$ cat src/rtl/dbg_cs_pkg.sv
package dbg_cs_pkg;
    localparam int DATA_W       = 32;
    localparam int ADDR_W       = 7;
    localparam int BIT_ENABLE   = 0;
    localparam int BIT_SYSRST   = 1;
    localparam int BIT_HALT     = 31;
    localparam int BIT_UNAV_ALL = 12;
    localparam int BIT_UNAV_ANY = 13;
    localparam int BIT_AUTH     = 7;

    typedef struct packed {
        logic enable;
        logic halt;
        logic sysrst;
    } ctrl_state_t;

    typedef struct packed {
        logic              valid;
        logic [DATA_W-1:0] rdata;
    } rsp_state_t;
endpackage

$ cat src/rtl/dbg_ctrl_reg.sv
module dbg_ctrl_reg
    import dbg_cs_pkg::*;
(
    input  logic              clk,
    input  logic              rst_n,
    input  logic              wr_en,
    input  logic [DATA_W-1:0] wdata,
    output ctrl_state_t       state_q
);
    ctrl_state_t state_d;

    always_comb begin
        state_d = state_q;
        if (wr_en) begin
            if (!wdata[BIT_ENABLE]) begin
                state_d = '0;
            end else if (!state_q.enable) begin
                state_d        = '0;
                state_d.enable = 1'b1;
            end else begin
                state_d.enable = 1'b1;
                state_d.halt   = wdata[BIT_HALT];
                state_d.sysrst = wdata[BIT_SYSRST];
            end
        end
    end

    always_ff @(posedge clk or negedge rst_n) begin
        if (!rst_n) state_q <= '0;
        else        state_q <= state_d;
    end
endmodule

$ cat src/rtl/dbg_status_view.sv
module dbg_status_view
    import dbg_cs_pkg::*;
#(
    parameter int VERSION = 2,
    parameter int VER_W   = 4
) (
    input  logic              hart_unavail,
    input  ctrl_state_t       state,
    output logic [DATA_W-1:0] stat_word,
    output logic [DATA_W-1:0] ctrl_word
);
    always_comb begin
        stat_word               = '0;
        stat_word[VER_W-1:0]    = VER_W'(VERSION);
        stat_word[BIT_AUTH]     = 1'b1;
        stat_word[BIT_UNAV_ALL] = hart_unavail;
        stat_word[BIT_UNAV_ANY] = hart_unavail;

        ctrl_word             = '0;
        ctrl_word[BIT_ENABLE] = state.enable;
        ctrl_word[BIT_SYSRST] = state.sysrst;
        ctrl_word[BIT_HALT]   = state.halt;
    end
endmodule

$ cat src/rtl/dbg_rsp.sv
module dbg_rsp
    import dbg_cs_pkg::*;
#(
    parameter logic [ADDR_W-1:0] CTRL_ADDR = 7'h10,
    parameter logic [ADDR_W-1:0] STAT_ADDR = 7'h11
) (
    input  logic              clk,
    input  logic              rst_n,
    input  logic              req_valid,
    input  logic              req_write,
    input  logic [ADDR_W-1:0] req_addr,
    input  logic [DATA_W-1:0] ctrl_word,
    input  logic [DATA_W-1:0] stat_word,
    output rsp_state_t        rsp_q
);
    rsp_state_t rsp_d;

    always_comb begin
        rsp_d.valid = req_valid;
        rsp_d.rdata = '0;
        if (req_valid && !req_write) begin
            if (req_addr == CTRL_ADDR)      rsp_d.rdata = ctrl_word;
            else if (req_addr == STAT_ADDR) rsp_d.rdata = stat_word;
        end
    end

    always_ff @(posedge clk or negedge rst_n) begin
        if (!rst_n) rsp_q <= '0;
        else        rsp_q <= rsp_d;
    end
endmodule

$ cat src/rtl/dbg_ctrl_status.sv
module dbg_ctrl_status
    import dbg_cs_pkg::*;
#(
    parameter logic [ADDR_W-1:0] CTRL_ADDR = 7'h10,
    parameter logic [ADDR_W-1:0] STAT_ADDR = 7'h11,
    parameter int                VERSION   = 2
) (
    input  logic              clk,
    input  logic              rst_n,
    input  logic              req_valid,
    input  logic              req_write,
    input  logic [ADDR_W-1:0] req_addr,
    input  logic [DATA_W-1:0] req_wdata,
    output logic              rsp_valid,
    output logic [DATA_W-1:0] rsp_rdata,
    input  logic              hart_unavail,
    output logic              dm_active,
    output logic              halt_req,
    output logic              sys_reset_req
);
    ctrl_state_t       ctrl_q;
    rsp_state_t        rsp_q;
    logic [DATA_W-1:0] stat_word;
    logic [DATA_W-1:0] ctrl_word;
    logic              ctrl_wr;

    assign ctrl_wr = req_valid && req_write && (req_addr == CTRL_ADDR);

    dbg_ctrl_reg u_ctrl (
        .clk    (clk),
        .rst_n  (rst_n),
        .wr_en  (ctrl_wr),
        .wdata  (req_wdata),
        .state_q(ctrl_q)
    );

    dbg_status_view #(.VERSION(VERSION)) u_view (
        .hart_unavail(hart_unavail),
        .state       (ctrl_q),
        .stat_word   (stat_word),
        .ctrl_word   (ctrl_word)
    );

    dbg_rsp #(.CTRL_ADDR(CTRL_ADDR), .STAT_ADDR(STAT_ADDR)) u_rsp (
        .clk      (clk),
        .rst_n    (rst_n),
        .req_valid(req_valid),
        .req_write(req_write),
        .req_addr (req_addr),
        .ctrl_word(ctrl_word),
        .stat_word(stat_word),
        .rsp_q    (rsp_q)
    );

    assign rsp_valid     = rsp_q.valid;
    assign rsp_rdata     = rsp_q.rdata;
    assign dm_active     = ctrl_q.enable;
    assign halt_req      = ctrl_q.halt;
    assign sys_reset_req = ctrl_q.sysrst;
endmodule

$ cat config.mk
export PLATFORM = sky130hd
export DESIGN_NAME = dbg_ctrl_status
export DESIGN_NICKNAME = d
export VERILOG_FILES = /design/src/rtl/dbg_cs_pkg.sv /design/src/rtl/dbg_ctrl_reg.sv /design/src/rtl/dbg_status_view.sv /design/src/rtl/dbg_rsp.sv /design/src/rtl/dbg_ctrl_status.sv
export SDC_FILE = /design/constraint.sdc
export NUM_CORES = 1
export LEC_CHECK = 0
export ABC_AREA = 1
export BUFFER_PORTS_ARGS = -buffer_cell sky130_fd_sc_hd__buf_2
export CAP_MARGIN = 15
export CORE_MARGIN = 5
export CORE_UTILIZATION = 31
export DETAILED_ROUTE_END_ITERATION = 16
export GPL_TIMING_DRIVEN = 0
export MAX_ROUTING_LAYER = met4
export PLACE_DENSITY = 0.78
export SLEW_MARGIN = 40
export SYNTH_ARGS = -nofsm -noshare
export SYNTH_HDL_FRONTEND = slang
export SYNTH_SLANG_ARGS = --single-unit
$ cat constraint.sdc
create_clock -name clk -period 0.94 [get_ports clk]
set_input_delay 0.047 -clock clk [delete_from_list [all_inputs] [get_ports clk]]
set_output_delay 0.047 -clock clk [all_outputs]
set_load 0.005 [all_outputs]
==> run_results.csv, run 1 <==
group,metric,value,unit
worst_setup_path,worstPathRequired,0.89,ns
sta,layout_min_cycle_time,0.875,ns
synth,synth_compound_area_share,0,%
global_route,grt_first_pass_wirelength,1.86,mm
sta,fmax,1140,MHz
sta,fin_tns_setup,0,ns
clock_network,cts-buffers-inserted,3,
global_route,grt_pass1_vias,510,
flow_run,cap_violations,0,
pwr,p_per_area,943,nW/um^2
synth,synthesis.area,632,sq um
global_route,antenna_found_initial,0,
worst_setup_path,critPathLaunch,"u_ctrl.state_q[2]",
worst_setup_path,cp_slowest_stage_delay,0.42,ns
placed_design,place_area,880,sq um
worst_setup_path,critical-path-top-delay-family,"flip-flops",
synth,ys_seq_area_share,35.6,%
worst_setup_path,setup.worst_path.class,"reg -> out",
sta,final_max_slew_viol_count,0,
floorplan,floorplan.initialDensity,32.2,%
final_layout,num_antenna_cells,0,
synth,syn_inst,84,
drt,dr_total_vias,555,
floorplan,fp.dieW,55.1,microns
global_route,grt_max_degree,10,
synth,yosysWarnings,0,
placed_design,dp_hpwl,1.16,mm
drt,avgRoutedWirePerCell,8.02,microns
final_layout,postLayoutCoreUtil,47.1,%
pwr,irDropWorstVdd,0.413,mV
synth,synth-simple-area-share,25.1,%
floorplan,boundaryPins,80,
run_status,outcome,"completed",
drt,drt_iter0_drc,1,
synth,synthMuxAreaShare,0,%
hold_path,worst_hold_startpoint,"hart_unavail",
global_route,grtUsageTotal,9.25,%
worst_setup_path,regToRegStartpoint,"u_ctrl.state_q[2]",
synth,synth_top_family_by_area,"buffers and inverters",
synth,synth_cell_types,13,
sta,final-setup-viol-count,0,
placed_design,gp_congestion,0.708,
clock_network,cts_buffer_depth,2,
final_layout,fin_nets,183,
synth,synth-adder-area-share,0,%
worst_setup_path,rrSetupSlack,0.15,ns
sta,grt_setup_unrepaired,"no",
synth,synthesis.area_per_instance,7.52,sq um
floorplan,die_h,55.1,microns
floorplan,core,1960,sq um
hold_path,hold_path_class,"in -> reg",
synth,synth-xor-area-share,0,%
drt,wirelength,1.32,mm
global_route,grt_overflow,0,
drt,drc,0,
worst_setup_path,critPathMaxFanout,5,
clock_network,cts-root-buf,"clkbuf_4",
worst_setup_path,cp_slowest_cell,"dfrtp_1",
clock_network,clock_latency,0.25,ns
worst_setup_path,path_buf_inv,1,
final_layout,area_growth,46.3,%
final_layout,drive_gt1_share,42.0,%
floorplan,dieArea,3040,sq um
clock_network,clk_pin_slew_worst_paths,0.06,ns
placed_design,port_buffers,24,
drt,drt_pass1_iterations,2,
synth,ys_ff_latch,9,
worst_setup_path,arrival,0.83,ns
sta,skew,0.00174,ns
final_layout,stdcell_area,925,sq um
sta,fin_crit_sh,93.1,%
drt,antenna_left,0,
floorplan,rows,16,
sta,whs,0.0133,ns
pwr,leakagePower,0.605,nW
worst_setup_path,end_kind,"output pin",
worst_setup_path,path_cells,"buf_2",
drt,vias_per_cell,3.36,
worst_setup_path,cp-start-kind,"flip-flop",
sta,hold_violations,0,
clock_network,cts_max_level,1,
clock_network,cts_tree,"built",
clock_network,clock_sinks,9,
[Yosys cell counts, drive strengths merged]
cell type  number  area share (%)
nand3           5             4.0
dfrtp           9              36
conb            1            0.59
inv            10             5.9
nand4           1            0.99
buf            27              32
clkinv          1            0.59
nand2          17              10
nor2           13             9.7
[cell type report]
class | instances | area [sq um]
multi-input cells | 62 | 256
flip-flops and latches | 9 | 225
plain buffers | 26 | 195
well taps | 27 | 33.8
inverters | 11 | 41.3
fillers | 219 | 1040
clock buffers | 4 | 26.3
repair buffers | 26 | 146
[per-stage QoR]
step	total power [W]	cells	setup slack, ns
6_report	0.000872	165	0.0647
5_1_grt	0.000940	165	0.0186
4_1_cts	0.000877	166	0.0199
3_5_place_dp	0.000585	160	0.151
3_3_place_gp	0.000582	160	0.189
2_1_floorplan	0.000533	109	0.218
[state kept, by name, summed over array words and instances (netlist names)]
name / cells
u_ctrl.state_q: 3
u_rsp.rsp_q: 6
[cells in the final DEF, fill, tap and decap left out, types with 2 or more instances in the layout]
cell,instances
inv_1,9
buf_4,26
clkbuf_4,3
dlygate4sd3_1,2
dfrtp_1,9
nor2_1,10
nand3_1,5
nand2_1,16
nor2_2,2
conb_1,26
buf_2,23
[what timing repair did]
item	in CTS	in global routing
hold endpoints to repair	10	0
buffers inserted	0	0
hold buffers	2	0
setup endpoints to repair	0	1
gates resized for setup	0	1
[per-layer routing]
metal  vias up  part of all wire, %  track usage (%)
met3         4                  7.2             1.61
met5         -                    0                -
li1        303                    -                -
met2        26                   52             15.4
met4         0                  1.6             8.50
met1       222                   40             9.14
[report_power, final]
| group | leakage (nW) | total, W | switching [W] | internal [W] |
|---|---|---|---|---|
| sequential | 0.123 | 0.000396 | 0.00000351 | 0.000392 |
| combinational | 0.467 | 0.000195 | 0.0000864 | 0.000108 |
| clock | 0.0150 | 0.000281 | 0.000119 | 0.000163 |
| total | 0.605 | 0.000872 | 0.000209 | 0.000663 |
[worst paths after layout]
| check | end | depth (start not counted) |
|---|---|---|
| setup reg to reg | u_ctrl.state_q[0] | 4 |
| setup / recovery | dm_active | 1 |
| hold reg to reg | u_ctrl.state_q[1] | 2 |
| hold / removal | u_rsp.rsp_q[13] | 3 |
| min in group asynchronous | u_rsp.rsp_q[7] | 2 |
| max in group asynchronous | u_rsp.rsp_q[32] | 2 |
[kinds of logic (layout without fill, tap and decap cells)]
group / count (synthesis) / in the layout
other: 1 / 26
AND/OR/NAND/NOR: 36 / 36
buffers and inverters: 38 / 67
flip-flops: 9 / 9
[worst min-delay path: stages]
cell and delay [ns]:
buf_2 0.10, inv_1 0.05, nor2_1 0.04
Power figures use the tool's default switching activity.
==> run 2, diff against run 1 <==
--- a/config.mk
+++ b/config.mk
@@ -6,14 +6,14 @@
 export NUM_CORES = 1
 export LEC_CHECK = 0
 export ABC_AREA = 1
-export BUFFER_PORTS_ARGS = -buffer_cell sky130_fd_sc_hd__buf_2
 export CAP_MARGIN = 15
-export CORE_MARGIN = 5
-export CORE_UTILIZATION = 31
+export CORE_AREA = 5 5 42 44
+export CTS_CLUSTER_DIAMETER = 100
 export DETAILED_ROUTE_END_ITERATION = 16
+export DIE_AREA = 0 0 47 49
+export DONT_BUFFER_PORTS = 1
 export GPL_TIMING_DRIVEN = 0
 export MAX_ROUTING_LAYER = met4
-export PLACE_DENSITY = 0.78
 export SLEW_MARGIN = 40
 export SYNTH_ARGS = -nofsm -noshare
 export SYNTH_HDL_FRONTEND = slang
==> run 2 against run 1 <==
Effect of this change: worst hold slack better by 0.0058 ns; count of clock-buffer cells in the layout stayed put; global-route usage is 1.6 points higher.
==> run_results.csv, run 2 (synthesized netlist as in run 1, its figures left out) <==
group,metric,value,unit
flow_run,cap_violations,0,
global_route,grtUsageTotal,10.9,%
final_layout,fill_cells,137,
drt,drt_pass1_iterations,3,
global_route,grt_max_degree,10,
floorplan,rows,14,
worst_setup_path,critPathMaxFanout,4,
final_layout,drive_gt1_share,29.7,%
final_layout,num_antenna_cells,0,
global_route,top_usage_layer,"met2",
clock_network,cts_buffer_depth,2,
clock_network,cts-root-buf,"clkbuf_4",
drt,drc,0,
final_layout,reg.largest.list,"u_rsp.rsp_q (6), u_ctrl.state_q (3)",
floorplan,boundaryPins,80,
drt,wirelength,1.20,mm
placed_design,gp_congestion,0.723,
worst_setup_path,path_cells,"dlygate4sd3_1 > nor2_4 > nand4_1 > nor2_1",
sta,skew,0.000225,ns
worst_setup_path,arrival,1.07,ns
worst_setup_path,end_kind,"flip-flop",
sta,hold_violations,0,
placed_design,place_area,746,sq um
clock_network,cts-buffers-inserted,3,
placed_design,port_buffers,0,
worst_setup_path,critical-path-top-delay-family,"buffers and inverters",
drt,vias_per_cell,3.64,
floorplan,dieArea,2300,sq um
worst_setup_path,setup.worst_path.class,"in -> reg",
sta,fmax,1120,MHz
clock_network,cts_max_level,1,
sta,final-setup-viol-count,0,
clock_network,clock_latency,0.25,ns
pwr,leakagePower,0.514,nW
placed_design,dpl.cell_count,125,
global_route,grt_pass1_vias,443,
worst_setup_path,worstPathRequired,1.12,ns
sta,layout_min_cycle_time,0.891,ns
floorplan,fp.dieW,47,microns
sta,final_max_slew_viol_count,0,
global_route,grtUsageMet2,17.2,%
drt,avgRoutedWirePerCell,8.95,microns
global_route,grt_overflow,0,
floorplan,core,1400,sq um
clock_network,cts_tree,"built",
final_layout,fin_nets,163,
sta,fin_crit_sh,94.7,%
pwr,report.power.total,0.000846,W
final_layout,fin_cells,134,
final_layout,largest_reg_flops,6,
run_status,outcome,"completed",
pwr,p_per_area,1020,nW/um^2
sta,fin_tns_setup,0,ns
worst_setup_path,cp_slowest_cell,"dlygate4sd3_1",
clock_network,clk_pin_slew_worst_paths,0.06,ns
global_route,grtUsageMet1,12.5,%
drt,drt_iter0_drc,4,
floorplan,floorplan.initialDensity,45.1,%
drt,antenna_left,0,
drt,dr_total_vias,488,
pwr,irDropWorstVdd,0.460,mV
hold_path,hold_path_class,"in -> reg",
floorplan,die_h,49,microns
placed_design,dp_hpwl,1.03,mm
global_route,antenna_found_initial,0,
worst_setup_path,cp-start-kind,"input port",
global_route,grt_util_met3,2.21,%
final_layout,mostFrequentLayoutCells,"buf_4, conb_1, nand2_1",
sta,grt_setup_unrepaired,"no",
clock_network,clock_sinks,9,
final_layout,area_growth,30.9,%
worst_setup_path,cp_slowest_stage_delay,0.57,ns
final_layout,regMostFlops,"u_rsp.rsp_q",
worst_setup_path,path_buf_inv,1,
global_route,grt_first_pass_wirelength,1.78,mm
final_layout,layout_commonest_cell,"buf_4",
final_layout,stdcell_area,827,sq um
-- run 2: layer usage --
metal	up-vias	share of wire, %
li1	263	-
met1	200	35
met2	25	54
met3	0	11
met4	0	0
met5	-	0
-- run 2: final timing paths --
check                                  startpoint                end  slack (ns)  depth (start not counted)
worst max-delay path                    req_write    u_rsp.rsp_q[13]        0.05                          4
worst min-delay path                req_wdata[31]  u_ctrl.state_q[1]        0.02                          4
worst max register to register  u_ctrl.state_q[2]  u_ctrl.state_q[0]        0.14                          4
worst min register to register  u_ctrl.state_q[0]  u_ctrl.state_q[0]        0.54                          2
max in group asynchronous                   rst_n     u_rsp.rsp_q[0]        0.51                          1
min in group asynchronous                   rst_n     u_rsp.rsp_q[7]        0.16                          1
-- run 2: repair_timing --
item                                    CTS  global route
gates resized for setup                   0             1
endpoints found under the setup margin    0             1
hold buffers                              5             0
setup buffers                             0             0
hold endpoints to repair                 15             0
-- run 2: cell type report --
| type | instances | area [sq um] | share of cell area [%] |
|---|---|---|---|
| buffer | 27 | 203 | 24.5 |
| multi-input combinational | 62 | 262 | 31.6 |
| sequential | 9 | 225 | 27.2 |
| clock buffer | 4 | 26.3 | 3.18 |
| timing repair buffer | 5 | 50.0 | 6.05 |
| tap | 16 | 20.0 | 2.42 |
| inverter | 11 | 41.3 | 4.99 |
-- run 2: where the power goes --
group	total (W)	internal (W)	leakage, nW	switching [W]
Sequential	0.000397	0.000392	0.123	0.00000474
Combinational	0.000167	0.0000948	0.376	0.0000724
Clock	0.000282	0.000163	0.0150	0.000119
Total	0.000846	0.000649	0.514	0.000197
-- run 2: per-stage QoR --
step                hold WS (ns)  util [%]  setup slack [ns]
floorplan                 -0.249         -             0.218
global placement          -0.248      53.2             0.143
detailed placement        -0.248      53.2             0.136
CTS                      0.00516      58.7            0.0205
global route              0.0255      59.0            0.0281
finish                    0.0191      59.0            0.0494
-- run 2: worst register-to-register path: stages (launching register included) --
cell and delay (ns):
dfrtp_1 0.43, nand2_1 0.07, nor2_1 0.09, nand3_1 0.08
nand2_1 0.07
==> run 3, diff against run 2 <==
==> constraint.sdc (replaced) <==
create_clock -name clk -period 0.94 [get_ports clk]
set_input_delay 0 -clock clk [delete_from_list [all_inputs] [get_ports clk]]
set_output_delay 0 -clock clk [all_outputs]
set_load 0.005 [all_outputs]
==> run 3 against run 2 <==
Effect of this change: sequential share of layout area is 2.9 points lower; first-iteration DRC count is 25% lower; total power is 4.4% higher; fmax is 2.2% higher; cell count is 5.2% higher; die area stayed put; combinational power is 19% higher; worst setup slack better by 0.019 ns; worst hold slack worse by 0.0023 ns; largest cell class is now non-clock buffers; largest power group unchanged.
==> run_results.csv, run 3 (synthesized netlist as in run 1, its figures left out) <==
group,metric,value,unit
sta,fin_tns_setup,0,ns
worst_setup_path,ff2ff_path_depth,4,
final_layout,num_antenna_cells,0,
worst_setup_path,critPathMaxFanout,4,
run_status,outcome,"completed",
sta,final-setup-viol-count,0,
drt,drt_iter0_drc,3,
final_layout,largest_reg_flops,6,
worst_setup_path,worstPathRequired,1.12,ns
hold_path,whs_path_depth,5,
sta,grt_setup_unrepaired,"no",
hold_path,hold_path_class,"in -> reg",
sta,hold_violations,0,
placed_design,dp_hpwl,1.03,mm
floorplan,floorplan.initialDensity,45.1,%
floorplan,boundaryPins,80,
drt,avgRoutedWirePerCell,9.49,microns
drt,drt_pass1_iterations,2,
worst_setup_path,crit_cells,4,
sta,whs,0.0168,ns
global_route,grtUsageTotal,11.7,%
final_layout,regArea,225,sq um
placed_design,port_buffers,0,
clock_network,clock_sinks,9,
clock_network,cts-root-buf,"clkbuf_4",
floorplan,fp.dieW,47,microns
final_layout,area_growth,46.7,%
pwr,irDropWorstVdd,0.466,mV
final_layout,mostFrequentLayoutCells,"buf_4, conb_1, nand2_1",
drt,drc,0,
clock_network,clock_latency,0.25,ns
clock_network,cts-buffers-inserted,3,
clock_network,cts_tree,"built",
clock_network,cts_setup_buffers,0,
global_route,grt_overflow,0,
worst_setup_path,cp_slowest_cell,"dlygate4sd3_1",
final_layout,regMostFlops,"u_rsp.rsp_q",
worst_setup_path,cp-start-kind,"input port",
worst_setup_path,critical-path-top-delay-family,"buffers and inverters",
drt,wirelength,1.34,mm
sta,final_max_slew_viol_count,0,
pwr,leakagePower,0.570,nW
final_layout,stdcell_area,927,sq um
floorplan,die_h,49,microns
sta,fin_crit_sh,92.7,%
clock_network,clk_pin_slew_worst_paths,0.06,ns
floorplan,core,1400,sq um
placed_design,place_area,746,sq um
sta,timing.final.ws_setup,0.0688,ns
final_layout,fill_cells,120,
global_route,grt_max_degree,10,
floorplan,rows,14,
placed_design,dp_worst_setup_slack,0.136,ns
drt,dr_total_vias,537,
worst_setup_path,end_kind,"flip-flop",
clock_network,cts_max_level,1,
sta,fmax,1150,MHz
final_layout,fin_cells,141,
final_layout,reg.largest.list,"u_rsp.rsp_q (6), u_ctrl.state_q (3)",
worst_setup_path,setup.worst_path.class,"in -> reg",
floorplan,dieArea,2300,sq um
worst_setup_path,cp_slowest_stage_delay,0.57,ns
global_route,antenna_found_initial,0,
sta,skew,0.00393,ns
clock_network,cts_buffer_depth,2,
final_layout,drive_gt1_share,32.0,%
placed_design,dpl.cell_count,125,
global_route,grt_pass1_vias,485,
sta,layout_min_cycle_time,0.871,ns
final_layout,multi_input_area,284,sq um
global_route,grt_first_pass_wirelength,1.93,mm
final_layout,layout_commonest_cell,"buf_4",
worst_setup_path,path_cells,"dlygate4sd3_1 > nor2_4 > nand4_1 > nor2_1",
flow_run,cap_violations,0,
pwr,p_per_area,952,nW/um^2
drt,antenna_left,0,
placed_design,gp_congestion,0.723,
worst_setup_path,path_buf_inv,1,
final_layout,fin_nets,170,
drt,vias_per_cell,3.81,
worst_setup_path,arrival,1.05,ns
## run 3: changes by cell type in the layout (fill, tap and decap cells not counted)
| cell | before | now |
|---|---|---|
| dlygate4sd3_1 | 5 | 9 |
| nand3_1 | 5 | 1 |
| nand3_2 | 0 | 4 |
| dlymetal6s4s_1 | 0 | 3 |
| nor2_1 | 10 | 9 |
| nor2_2 | 1 | 2 |
## run 3: routing by layer
metal	track usage [%]	vias up	routed length [microns]
li1	-	278	-
met1	11.9	223	446
met2	19.2	32	712
met3	2.58	4	150
met4	7.37	0	28
met5	-	-	0
## run 3: through the flow
stage	power [W]	util, %
final	0.000883	66.2
after global routing	0.000932	66.2
after CTS	0.000881	63.7
after detailed placement	0.000540	53.2
after global placement	0.000538	53.2
after floorplan	0.000533	-
## run 3: final timing paths
path / from / slack, ns / to
worst max-delay path: req_write / 0.07 / u_rsp.rsp_q[13]
worst min-delay path: req_addr[1] / 0.02 / u_rsp.rsp_q[31]
worst max register to register: u_ctrl.state_q[2] / 0.10 / u_ctrl.state_q[1]
worst min register to register: u_ctrl.state_q[1] / 0.55 / u_ctrl.state_q[1]
max in group asynchronous: rst_n / 0.56 / u_ctrl.state_q[0]
min in group asynchronous: rst_n / 0.10 / u_rsp.rsp_q[13]
## run 3: report_power, final
part	switching [W]	leakage, nW	internal [W]
clock	0.000124	0.0150	0.000163
sequential	0.00000495	0.123	0.000392
combinational	0.0000824	0.431	0.000117
## run 3: area by class of cell
type / instances / area share [%]
Multi-Input combinational cell: 62 / 30.6
Sequential cell: 9 / 24.3
Buffer: 27 / 21.9
Timing Repair Buffer: 12 / 13.8
Inverter: 11 / 4.45
Clock buffer: 4 / 2.83
Tap cell: 16 / 2.16
## run 3: worst min-delay path: stages
cell and delay, ns:
nor2_2 0.02, nand2_2 0.07, nor2_4 0.06, inv_2 0.05
nor2_1 0.03
## run 3: repair_timing
action | in CTS | in global routing
hold endpoints to repair | 18 | 0
endpoints found under the setup margin | 0 | 4
hold buffers | 12 | 0
resized for setup | 0 | 9
